**config.mk**
```make
export PLATFORM = sky130hd
export DESIGN_NAME = dma_addr_seq
export DESIGN_NICKNAME = d
export VERILOG_FILES = /design/src/rtl/dma_seq_pkg.sv /design/src/rtl/dma_align_chk.sv /design/src/rtl/dma_addr_step.sv /design/src/rtl/dma_addr_seq.sv
export SDC_FILE = /design/constraint.sdc
export NUM_CORES = 1
export LEC_CHECK = 0
export ABC_AREA = 1
export BUFFER_PORTS_ARGS = -buffer_cell sky130_fd_sc_hd__buf_2
export CORE_ASPECT_RATIO = 0.7
export CORE_MARGIN = 5
export CORE_UTILIZATION = 51
export CTS_CLUSTER_DIAMETER = 100
export DETAILED_ROUTE_END_ITERATION = 12
export PLACE_DENSITY = 0.91
export SETUP_SLACK_MARGIN = 0.1
export SLEW_MARGIN = 5
export SYNTH_ARGS = -nofsm -noshare
export SYNTH_HDL_FRONTEND = slang
export SYNTH_SLANG_ARGS = --single-unit
```
**constraint.sdc**
```tcl
create_clock -name clk -period 2.6 [get_ports clk]
set_input_delay 0.52 -clock clk [delete_from_list [all_inputs] [get_ports clk]]
set_output_delay 0.52 -clock clk [all_outputs]
set_load 0.01 [all_outputs]
```
**src/rtl/dma_seq_pkg.sv**
```systemverilog
package dma_seq_pkg;

    typedef enum logic [1:0] {
        SZ_BYTE = 2'b00,
        SZ_WORD = 2'b01,
        SZ_LONG = 2'b10,
        SZ_BAD  = 2'b11
    } opsz_e;

    localparam int STEP_W = 3;

    // Byte step for an operand size code
    function automatic logic [STEP_W-1:0] step_of(opsz_e sz);
        case (sz)
            SZ_BYTE: step_of = 3'd1;
            SZ_WORD: step_of = 3'd2;
            SZ_LONG: step_of = 3'd4;
            default: step_of = 3'd0;
        endcase
    endfunction

endpackage

```
**src/rtl/dma_align_chk.sv**
```systemverilog
module dma_align_chk
    import dma_seq_pkg::*;
(
    input  opsz_e size_i,
    input  logic  lsb_i,
    output logic  bad_o
);
    // Multi-byte operands need an even address; the spare code is never valid
    always_comb begin
        case (size_i)
            SZ_BYTE:         bad_o = 1'b0;
            SZ_WORD, SZ_LONG: bad_o = lsb_i;
            default:         bad_o = 1'b1;
        endcase
    end
endmodule

```
**src/rtl/dma_addr_step.sv**
```systemverilog
module dma_addr_step
    import dma_seq_pkg::*;
#(
    parameter int AW = 32
) (
    input  logic [AW-1:0] addr_i,
    input  opsz_e         size_i,
    output logic [AW-1:0] addr_o
);
    localparam int PAD = AW - STEP_W;

    logic [STEP_W-1:0] step;

    always_comb begin
        step   = step_of(size_i);
        // Unsigned sum truncated to AW bits: wraps at the top
        addr_o = addr_i + {{PAD{1'b0}}, step};
    end
endmodule

```
**src/rtl/dma_addr_seq.sv**
```systemverilog
module dma_addr_seq
    import dma_seq_pkg::*;
#(
    parameter int AW = 32
) (
    input  logic          clk,
    input  logic          rst_n,
    input  logic          mod_stop,
    input  logic          reg_wr,
    input  logic [AW-1:0] reg_wdata,
    output logic [AW-1:0] reg_rdata,
    input  logic          err_clr,
    input  logic          incr_en,
    input  logic [1:0]    op_size,
    input  logic          start_req,
    input  logic          xfer_done,
    input  logic          bus_err,
    output logic [AW-1:0] bus_addr,
    output logic          xfer_ok,
    output logic          cfg_err
);

    typedef struct packed {
        logic [AW-1:0] addr;
        logic          busy;
        logic          err;
        opsz_e         sz;
    } seq_st_t;

    seq_st_t st_d, st_q;

    logic          sw_ok;
    logic          start_bad;
    logic          xfer_end;
    logic [AW-1:0] addr_next;
    opsz_e         req_sz;

    assign req_sz = opsz_e'(op_size);

    dma_align_chk u_align (
        .size_i (req_sz),
        .lsb_i  (st_q.addr[0]),
        .bad_o  (start_bad)
    );

    dma_addr_step #(.AW(AW)) u_step (
        .addr_i (st_q.addr),
        .size_i (st_q.sz),
        .addr_o (addr_next)
    );

    always_comb begin
        st_d     = st_q;
        sw_ok    = !mod_stop;
        xfer_end = st_q.busy && (xfer_done || bus_err);

        // A completion and an error-terminated transfer both move to the next address
        if (xfer_end) begin
            st_d.busy = 1'b0;
            if (incr_en) begin
                st_d.addr = addr_next;
            end
        end

        if (sw_ok && err_clr) begin
            st_d.err = 1'b0;
        end

        if (start_req && !st_q.busy && !st_q.err) begin
            if (start_bad) begin
                st_d.err = 1'b1;
            end else begin
                st_d.busy = 1'b1;
                st_d.sz   = req_sz;
            end
        end

        // A software write overrides the increment
        if (sw_ok && reg_wr) begin
            st_d.addr = reg_wdata;
        end
    end

    // Address is deliberately outside reset
    always_ff @(posedge clk or negedge rst_n) begin
        if (!rst_n) begin
            st_q.busy <= 1'b0;
            st_q.err  <= 1'b0;
            st_q.sz   <= SZ_BYTE;
        end else begin
            st_q <= st_d;
        end
    end

    assign bus_addr  = st_q.addr;
    assign xfer_ok   = st_q.busy;
    assign cfg_err   = st_q.err;
    assign reg_rdata = sw_ok ? st_q.addr : '0;

    // a misaligned or invalid start raises the flag, never the grant
    a_r6_bad_start_flags: assert property (@(posedge clk) disable iff (!rst_n)
        (start_req && !xfer_ok && !cfg_err && start_bad) |=> (cfg_err && !xfer_ok));

    // the flag only drops through a permitted clear
    a_r7_flag_sticky: assert property (@(posedge clk) disable iff (!rst_n)
        (cfg_err && !(err_clr && !mod_stop)) |=> cfg_err);

    // no grant is issued while the flag was set
    a_r7_no_grant_in_err: assert property (@(posedge clk) disable iff (!rst_n)
        $rose(xfer_ok) |-> !$past(cfg_err));

    // completion with incrementing steps by the latched operand size
    a_r3_step_size: assert property (@(posedge clk) disable iff (!rst_n)
        (xfer_ok && (xfer_done || bus_err) && incr_en && !(reg_wr && !mod_stop))
        |=> (bus_addr == $past(bus_addr) + AW'(step_of($past(st_q.sz)))));

    // completion without incrementing holds the address
    a_r4_hold: assert property (@(posedge clk) disable iff (!rst_n)
        (xfer_ok && (xfer_done || bus_err) && !incr_en && !(reg_wr && !mod_stop))
        |=> $stable(bus_addr));

    // a permitted write always lands
    a_r10_write_wins: assert property (@(posedge clk) disable iff (!rst_n)
        (reg_wr && !mod_stop) |=> (bus_addr == $past(reg_wdata)));

    // a write while stopped leaves the address alone when nothing else moves it
    a_r9_stop_blocks_write: assert property (@(posedge clk) disable iff (!rst_n)
        (mod_stop && reg_wr && !(xfer_ok && (xfer_done || bus_err)))
        |=> $stable(bus_addr));

endmodule

```
---- Word level (Yosys, flattened, before mapping) ----
Cells that the tools add are included.
W data, S select, Z words.
storage, ports and cells
  bits in writable memories ............... 0
  bits in latches ......................... 0
  output and inout bits ................... 66
  ROM bits ................................ 0
  register bits ........................... 36
  input port bits ......................... 43
  memories ................................ 0
  logic and storage cells ................. 37
operators by class
  add/subtract/negate cells ............... 1
  equal/unequal tests ..................... 4
  multiply operators ...................... 0
  divide/modulo/power cells ............... 0
  shift operators ......................... 0
  mux-type cells .......................... 11
  bitwise logic cells ..................... 1
  reductions and logical operators ........ 16
  $lt $le $gt $ge ......................... 0
operators with widths
  cell                  count
  $mux W32              3
  $mux W33              1
  $add A32 B3 Y32       1
  $pmux W3 S3           1
  $logic_and A1 B1 Y1   5
  $eq A2 B1 Y1 const B  2
  $eq A2 B2 Y1 const B  2
  $logic_not A2 Y1      2
  $mux W4               1
  $reduce_bool A2 Y1    2
  $logic_not A1 Y1      3
  $mux W1               3
  $reduce_and A3 Y1     1
  $mux W2               1
  $pmux W1 S2           1
  $reduce_and A2 Y1     1
  $reduce_or A2 Y1      1
  $logic_or A1 B1 Y1    1
  $not A1 Y1            1

---- Longest topological paths before layout ----
Gate-level depths: netlist of the first run.
  depth in word-level cells ............... 7
  gate-level depth with buffers ........... 13
  gate-level depth less buffers ........... 13

---- By module ----
A second synthesis of the first run with hierarchy kept.
second synthesis, totals
  cell total of the unflattened synthesis .. 492
  area, all modules ....................... 3,268.1 µm²
by module, submodules not included
  module         sequential area each (µm²)  instances  area each (µm²)  cells each
  dma_addr_seq   1,061.0                     1          2,184.6          268
  dma_addr_step  0.0                         1          1,054.8          219
  dma_align_chk  0.0                         1          28.8             5

---- Worst setup path before layout of the first run ----
Ideal clock, no wire load.
  path type ............................... input-to-reg
  start ................................... in mod_stop
  end ..................................... reg st_q (netlist bit bus_addr[0]), enable pin
  arrival time ............................ 1,584 ps
  data required time ...................... 2,213 ps
  setup time .............................. 387 ps
  cell stages on the path ................. 5
  buffers on the path ..................... 1
  setup slack ............................. 629 ps
  cell sequence ........................... buf_2 -> inv_2 -> nand2_2 -> inv_2 -> o211a_1
between the ends
  cells in the longest elaborated chain, start to end .. 4
  elaborated cells on any way between the ends .. 5
  those cells by class .................... reduce/logical (5)
RTL lines
  item                                    RTL line            source
  start, declared                         dma_addr_seq.sv:8   input logic mod_stop,
  $logic_not A1 Y1 (*)                    dma_addr_seq.sv:54  sw_ok = !mod_stop;
  $logic_and A1 B1 Y1 (*)                 dma_addr_seq.sv:79  if (sw_ok && reg_wr) begin
  $reduce_bool A2 Y1 (no source line)     --
  $reduce_and A3 Y1 (no source line) (*)  --
  end signal, assigned                    dma_addr_seq.sv:91  st_q <= st_d;
  end, declared                           dma_addr_seq.sv:30  seq_st_t st_d, st_q;
Mark *: on every way between the ends. The rest lies on a longest branch, timed or not.
A chain may end at the register's enable or synchronous reset.

==> key figures, run 1 <==
Clocking
  • TritonCTS clock tree: done
  • Total CTS buffers: 5
  • Clk root buf: clkbuf_8
  • Post-CTS setup repair buffer count: 0
  • Later-pin clock latency in the skew report: 0.30 ns
  • CTS sink count: 36
  • Clk buf depth: 2
  • H-Tree Depth: 2
  • CTS clk-pin slew, worst paths: 0.08 ns
  • Resized cells post-CTS: 0
  • Hold bufs inserted after CTS: 0

Die
  • Die Area: between 7000 and 8000 sq um
  • Die X-Extent: 102 um
  • CORE AREA: around 5700 sq um
  • Initial cell density of the core: 0.528
  • Rows: 23
  • Die Ht: between 70 and 80 um
  • # IOs: 109

Yosys
  • #FFs+latches synth: 36
  • Synth cell types: 28
  • Async S/R FF share, synth: 0.111
  • Sequential area share after synthesis: 0.351
  • Avg Cell Area, Syn: 6.63 sq um
  • Synth Area in XOR/XNOR: 0.00290
  • Synth top area cells: edfxtp_1, nand2_1, nor2_1
  • Share of the synthesized area in the top cell type: 0.318
  • Syn_nets: between 500 and 600
  • Synth Cell Area: around 3000 sq um
  • Post-Synth Simple-Gate Area: 0.402
  • Post-synthesis adder-cell area fraction: 0.0232
  • Commonest register cell after synthesis: edfxtp_1
  • Number of flops mapped to enable cells by yosys: 32
  • Area leader, netlist: edfxtp_1
  • Synthesized netlist cell count: approximately 460
  • Largest family of logic cells by synthesized area: simple AND/OR/NAND/NOR gates
  • Mux cell area share after synthesis: 0
  • Synth Area in Compound Gates: 0.0567
  • Yosys warning count: 0

Routing
  • Vias: around 3200
  • Final WL: 8960 um
  • Vias/cell: 5.22
  • 1st-iter DRT viols: ~340
  • Residual DRC: 0
  • Post-DRT Antenna Nets: 0
  • Wirelength per Cell: ~15 um
  • DRT Pass-1 Iters: 5

Pwr
  • Static Leak: ~1.8 nW
  • Overall power: approximately 1.7 mW
  • Cell Pwr Density: 481 nW/um^2
  • Max VDD drop: around 0.37 mV

Global routing
  • First-pass GRT wire length: around 15000 um
  • Total gr overflow: 0
  • Pin count of the biggest net entering global routing: 33
  • Gr usage total: 0.243
  • Initial antenna violation count: 0
  • Vias in the first global route: roughly 3100

Cells and area
  • Layout Cells excl Fill: around 610
  • # diodes: 0
  • Most common cell after layout, fill and taps aside: nand2_1
  • Area of the multi-input gates: approximately 1500 sq um
  • Fillers: between 500 and 600
  • Area Overhead vs Synth: 15.5%
  • Storage cell area: around 1100 sq um
  • Layout cell share with drive strength beyond 1: 0.268
  • Commonest non-fill, non-tap cells in the layout: nand2_1, buf_2, nor2_1
  • Nets: between 500 and 600

STA
  • RSZ-0062 raised after global routing: false
  • Period utilisation layout: 0.866
  • F_max: around 440 MHz
  • Relative slew slack: 0.698
  • Slew Viols, Final: 0
  • Setup TNS: 0 ns
  • Hold Fails Final Rpt: 0
  • Final Setup Violations: 0
  • Fin crit period: about 2.3 ns
  • Layout Skew: around 0.0041 ns
  • Slew at the pin closest to its max-slew limit: between 0.4 and 0.5 ns
  • Hold_ws: between 0.01 and 0.015 ns

Setup path
  • CP arrival: roughly 2.3 ns
  • Worst path cell trace: nor2_1, ha_1, inv_1, fa_1, inv_1, nand3_1, nand2_1, nand2_1, nor2_4, nand3_1, nand3_1, nand2_1
  • Crit. End Element: flip-flop
  • Req. time, crit path: roughly 2.7 ns
  • Worst-path maximum fanout: 7
  • Critical-path top delay cell: dfrtp_1
  • Kind of critical path: reg -> reg
  • CP startpoint kind: flip-flop
  • Largest incremental delay on the critical path: 0.40 ns

Place
  • Placed Instances: 601
  • GPL Wtd Cong: ~0.94
  • Post-DP HPWL: between 6000 and 7000 um
  • Port Buf Inserts: ~110

Hold path
  • Worst Hold Class: in -> async

Job
  • # Max-Cap Violations: 0

Status
  • Outcome: completed
stage by stage:
step	utilization	cell area [sq um]	setup slack (ns)
after floorplan	-	3020	0.629
after global placement	0.593	3400	0.544
after detailed placement	0.593	3400	0.417
after CTS	0.610	3490	0.389
after global routing	0.610	3490	0.212
final	0.610	3490	0.349
layer usage:
metal	track usage	wire (um)	up-vias
li1	-	-	1558
met1	0.330	3830	1396
met2	0.381	3750	199
met3	0.0787	1260	23
met4	0.0568	126	0
met5	0	0	-
sequential cells by signal, summed over array words and instances, names as in the netlist:
signal    cells
cfg_err       1
bus_addr     32
xfer_ok       1
st_q          2
critical path: cells and delay by family (launching register included):
| family | cells | cell delay [ns] |
|---|---|---|
| buffers and inverters | 2 | 0.17 |
| adders and majority gates | 2 | 0.53 |
| DFF | 1 | 0.40 |
| and+or+nand+nor | 8 | 0.90 |
final timing paths:
kind                                startpoint                      to  slack, ns  depth (start not counted)
min in group clk                     xfer_done       xfer_ok$_DFF_PN0_       0.47                          4
setup reg to reg           st_q[1]$_DFFE_PN0P_  bus_addr[14]$_DFFE_PP_       0.35                         12
max in group asynchronous                rst_n     st_q[0]$_DFFE_PN0P_       2.46                          1
setup / recovery           st_q[1]$_DFFE_PN0P_  bus_addr[14]$_DFFE_PP_       0.35                         12
hold reg to reg            st_q[1]$_DFFE_PN0P_     st_q[1]$_DFFE_PN0P_       0.52                          2
hold / removal                           rst_n       xfer_ok$_DFF_PN0_       0.01                          1
synth_stat cells (2+ instances only):
library cell,instances
buf_4,35
ha_1,4
or2_2,2
nand2_2,7
nand4_1,8
edfxtp_1,32
o21ai_1,6
clkbuf_1,6
nor3_1,3
nor2_4,4
a21oi_1,4
o21ai_0,17
nand2_1,147
nor2_2,7
nor2_1,75
inv_2,3
inv_1,52
dfrtp_1,4
nand3_1,31
where the power goes:
| group | total, mW | internal [mW] | switching (mW) |
|---|---|---|---|
| clock | 0.438 | 0.216 | 0.223 |
| sequential | 0.749 | 0.693 | 0.0555 |
| combinational | 0.492 | 0.181 | 0.310 |
final cells by class:
cell class / instances / share of cell area
Multi-Input combinational cell: 323 / 0.420
Sequential cell: 36 / 0.304
Timing Repair Buffer: 112 / 0.163
Inverter: 55 / 0.0591
Tap cell: 75 / 0.0269
Clock buffer: 7 / 0.0247
Clock inverter: 1 / 0.00215
kinds of logic (layout without fill, tap and decap cells):
group,Yosys count,in the layout
flops,36,36
buf+inv,97,175
fa+ha+maj,5,5
simple gates,286,286
xor+xnor,1,1
compound gates,31,31
(Power assumes the default switching activity.)
==> run 2, diff against run 1 <==
Settings changed: ABC_AREA 1 to not set, CORE_UTILIZATION 51 to 49, PLACE_DENSITY 0.91 to 0.9.
==> run 2 against run 1 <==
Net effect:
- core utilization decreased by 0.39 points
- sequential share of layout area increased by 2.9 points
- largest power group unchanged
- critical endpoint is now bus_addr[8]$_DFFE_PP_
- largest cell class unchanged
- clock skew decreased by 0.0016 ns
- register-to-register slack got worse by 0.11 ns
- synthesized area decreased by 12%
==> key figures, run 2 <==
STA
  • Hold Fails Final Rpt: 0 (unchanged)
  • Period utilisation layout: 0.909 (was 0.866)
  • Setup TNS: 0 ns (unchanged)
  • RSZ-0062 raised after global routing: false (unchanged)
  • Hold_ws: 0.0450 ns (was 0.0146 ns)
  • Slew Viols, Final: 0 (unchanged)
  • F_max: 423 MHz (was 444 MHz)
  • Relative slew slack: 0.495 (was 0.698)
  • Fin crit period: 2.36 ns (was 2.25 ns)
  • Slew at the pin closest to its max-slew limit: 0.752 ns (was 0.452 ns)
  • Final Setup Violations: 0 (unchanged)
  • Layout Skew: 0.00252 ns (was 0.00413 ns)

Cells and area
  • Nets: 422 (was 581)
  • Area Overhead vs Synth: 19.8% (was 15.5%)
  • # diodes: 0 (unchanged)
  • Final instance area: 3180 sq um (was 3490 sq um)
  • Utilization after layout: 0.606 (was 0.610)
  • Largest register FFs: 32 (unchanged)
  • Most common cell after layout, fill and taps aside: buf_2 (was nand2_1)
  • Commonest non-fill, non-tap cells in the layout: buf_2, nand2_1, nor2b_1, edfxtp_1, o21ai_0 (was nand2_1, buf_2, nor2_1)
  • Fillers: 496 (was 540)
  • Layout cell share with drive strength beyond 1: 0.355 (was 0.268)

Hold path
  • Worst Hold Class: in -> async (unchanged)

Setup path
  • Req. time, crit path: 2.62 ns (was 2.66 ns)
  • Kind of critical path: reg -> reg (unchanged)
  • Critical-path top delay cell: fa_1 (was dfrtp_1)
  • Worst path cell trace: nor2_1, ha_1, inv_1, fa_1, nor2b_4, o21ba_4, buf_4, nand3_1, xor2_1, o21ai_0 (was nor2_1, ha_1, inv_1, fa_1, inv_1, nand3_1, nand2_1, nand2_1, nor2_4, nand3_1, nand3_1, nand2_1)
  • Largest incremental delay on the critical path: 0.42 ns (was 0.40 ns)
  • Crit. End Element: flip-flop (unchanged)
  • Worst-path maximum fanout: 6 (was 7)
  • CP startpoint kind: flip-flop (unchanged)
  • CP arrival: 2.38 ns (was 2.31 ns)

Yosys
  • #FFs+latches synth: 36 (unchanged)
  • Synth Cell Area: 2660 sq um (was 3020 sq um)
  • Yosys warning count: 0 (unchanged)
  • Synthesized netlist cell count: 296 (was 456)
  • Commonest register cell after synthesis: edfxtp_1 (unchanged)
  • Avg Cell Area, Syn: 8.98 sq um (was 6.63 sq um)
  • Share of the synthesized area in the top cell type: 0.361 (was 0.318)
  • Number of flops mapped to enable cells by yosys: 32 (unchanged)
  • Synth top area cells: edfxtp_1, buf_4, nor2b_1 (was edfxtp_1, nand2_1, nor2_1)
  • Syn_nets: 344 (was 504)
  • Commonest cells post-synth: nand2_1, nor2b_1, buf_4, edfxtp_1, o21ai_0 (was nand2_1, nor2_1, inv_1, buf_4, edfxtp_1)
  • Async S/R FF share, synth: 0.111 (unchanged)
  • Area leader, netlist: edfxtp_1 (unchanged)
  • Synth cell types: 36 (was 28)
  • Count leader, synth: nand2_1 (unchanged)
  • Sequential area share after synthesis: 0.399 (was 0.351)

Clocking
  • TritonCTS clock tree: done (unchanged)
  • Later-pin clock latency in the skew report: 0.28 ns (was 0.30 ns)
  • Clk root buf: clkbuf_8 (unchanged)
  • CTS sink count: 36 (unchanged)
  • Clk buf depth: 2 (unchanged)
  • Total CTS buffers: 5 (unchanged)
  • Hold bufs inserted after CTS: 0 (unchanged)
  • H-Tree Depth: 2 (unchanged)
  • CTS clk-pin slew, worst paths: 0.07 ns (was 0.08 ns)

Die
  • Initial cell density of the core: 0.506 (was 0.528)
  • # IOs: 109 (unchanged)
  • Die Area: 7020 sq um (was 7590 sq um)
  • CORE AREA: 5260 sq um (was 5730 sq um)
  • Die Ht: 71.6 um (was 74.4 um)
  • Rows: 22 (was 23)
  • Die X-Extent: 98.0 um (was 102 um)

Pwr
  • Cell Pwr Density: 485 nW/um^2 (was 481 nW/um^2)
  • Overall power: 1.55 mW (was 1.68 mW)
  • Clock network fraction of design power: 0.265 (was 0.261)
  • Sw Share: 0.307 (was 0.351)
  • Sequential power share: 0.473 (was 0.446)
  • Power Internal: 1.07 mW (was 1.09 mW)
  • Max VDD drop: 0.240 mV (was 0.371 mV)
  • Static Leak: 1.38 nW (was 1.80 nW)
  • Switching power: 0.475 mW (was 0.589 mW)
  • Comb pwr share: 0.262 (was 0.293)

Place
  • Post-DP HPWL: 5060 um (was 6950 um)
  • GPL Wtd Cong: 0.853 (was 0.938)
  • Post-DP Area: 3060 sq um (was 3400 sq um)
  • Port Buf Inserts: 108 (unchanged)

Routing
  • Post-DRT Antenna Nets: 0 (unchanged)
  • Wirelength per Cell: 15.4 um (was 14.7 um)
  • Vias/cell: 5.25 (was 5.22)
  • 1st-iter DRT viols: 91 (was 337)
  • Vias: 2345 (was 3176)
  • Residual DRC: 0 (unchanged)
  • Final WL: 6910 um (was 8960 um)
  • DRT Pass-1 Iters: 5 (unchanged)

Global routing
  • Initial antenna violation count: 0 (unchanged)
  • Gr usage total: 0.192 (was 0.243)
  • Total gr overflow: 0 (unchanged)
  • Vias in the first global route: 2309 (was 3092)
  • Pin count of the biggest net entering global routing: 34 (was 33)
  • First-pass GRT wire length: 11000 um (was 14600 um)

Job
  • # Max-Cap Violations: 0 (unchanged)

Status
  • Outcome: completed (unchanged)
run 2: cell types whose count changed in the layout (fill, tap and decap cells not counted), moves of 4 or more:
cell,before,now
nand2_1,147,45
nor2_1,75,8
inv_1,52,8
nor2b_1,0,32
xor2_1,1,23
nand3_1,31,12
and4_1,0,7
nand2_2,7,0
nor2_2,7,0
o21ai_0,17,24
xnor2_1,0,6
and3_1,0,5
nor2_4,4,0
o21ai_1,6,10
run 2: cells by family after synthesis:
kind of cell,after synthesis,share of synthesized area
AOI/OAI and AO/OA,43,0.0871
xor gates and xnor gates,29,0.0955
adders and majority gates,5,0.0264
buffers and inverters,54,0.126
DFF,36,0.399
muxes,1,0.00376
and+or+nand+nor,128,0.263
run 2: cell type report:
cell class | count | area (sq um) | area share
clock buffers | 6 | 82.6 | 0.0259
flip-flops and latches | 36 | 1060 | 0.333
well taps | 72 | 90.1 | 0.0283
inverters | 8 | 30.0 | 0.00943
repair buffers | 116 | 613 | 0.193
clock inverters | 2 | 10.0 | 0.00314
multi-input cells | 207 | 1300 | 0.407
run 2: path summary, 6_finish.rpt:
path	startpoint	to	slack, ns	cells past startpoint
hold / removal	rst_n	xfer_ok$_DFF_PN0_	0.05	1
hold reg to reg	cfg_err$_DFF_PN0_	cfg_err$_DFF_PN0_	0.54	1
min in group clk	err_clr	cfg_err$_DFF_PN0_	0.42	2
setup / recovery	st_q[1]$_DFFE_PN0P_	bus_addr[8]$_DFFE_PP_	0.24	10
max in group asynchronous	rst_n	cfg_err$_DFF_PN0_	2.41	1
setup reg to reg	st_q[1]$_DFFE_PN0P_	bus_addr[8]$_DFFE_PP_	0.24	10
run 2: routing by layer:
layer,GRT usage,routed length [um],vias up
met5,0,0,-
met3,0.0516,553,6
li1,-,-,1136
met2,0.314,3380,97
met1,0.252,2930,1106
met4,0.0553,48,0
run 2: power by group through the flow:
stage	clock [mW]	sequential (mW)	combinational, mW
floorplan	0	0.731	0.258
global placement	0	0.736	0.359
detailed placement	0	0.743	0.380
CTS	0.422	0.730	0.381
global route	0.449	0.739	0.451
finish	0.409	0.732	0.405
run 2: through the flow:
stage          std cells  setup WS [ns]
5_1_grt              447          0.103
2_1_floorplan        296          0.468
4_1_cts              445          0.133
3_5_place_dp         437          0.138
6_report             447          0.237
3_3_place_gp         437          0.347
run 2: worst max-delay path: cells and delay by family (launching register included):
family / cells / cell delay [ns]
adders and majority gates: 2 / 0.61
AOI/OAI and AO/OA: 2 / 0.30
and+or+nand+nor: 3 / 0.43
DFF: 1 / 0.41
xor gates and xnor gates: 1 / 0.14
buffers and inverters: 2 / 0.21
run 2: repair_timing:
item / in CTS / in global routing
setup buffers: 0 / 1
endpoints found under the setup margin: 0 / 12
resized for setup: 0 / 3
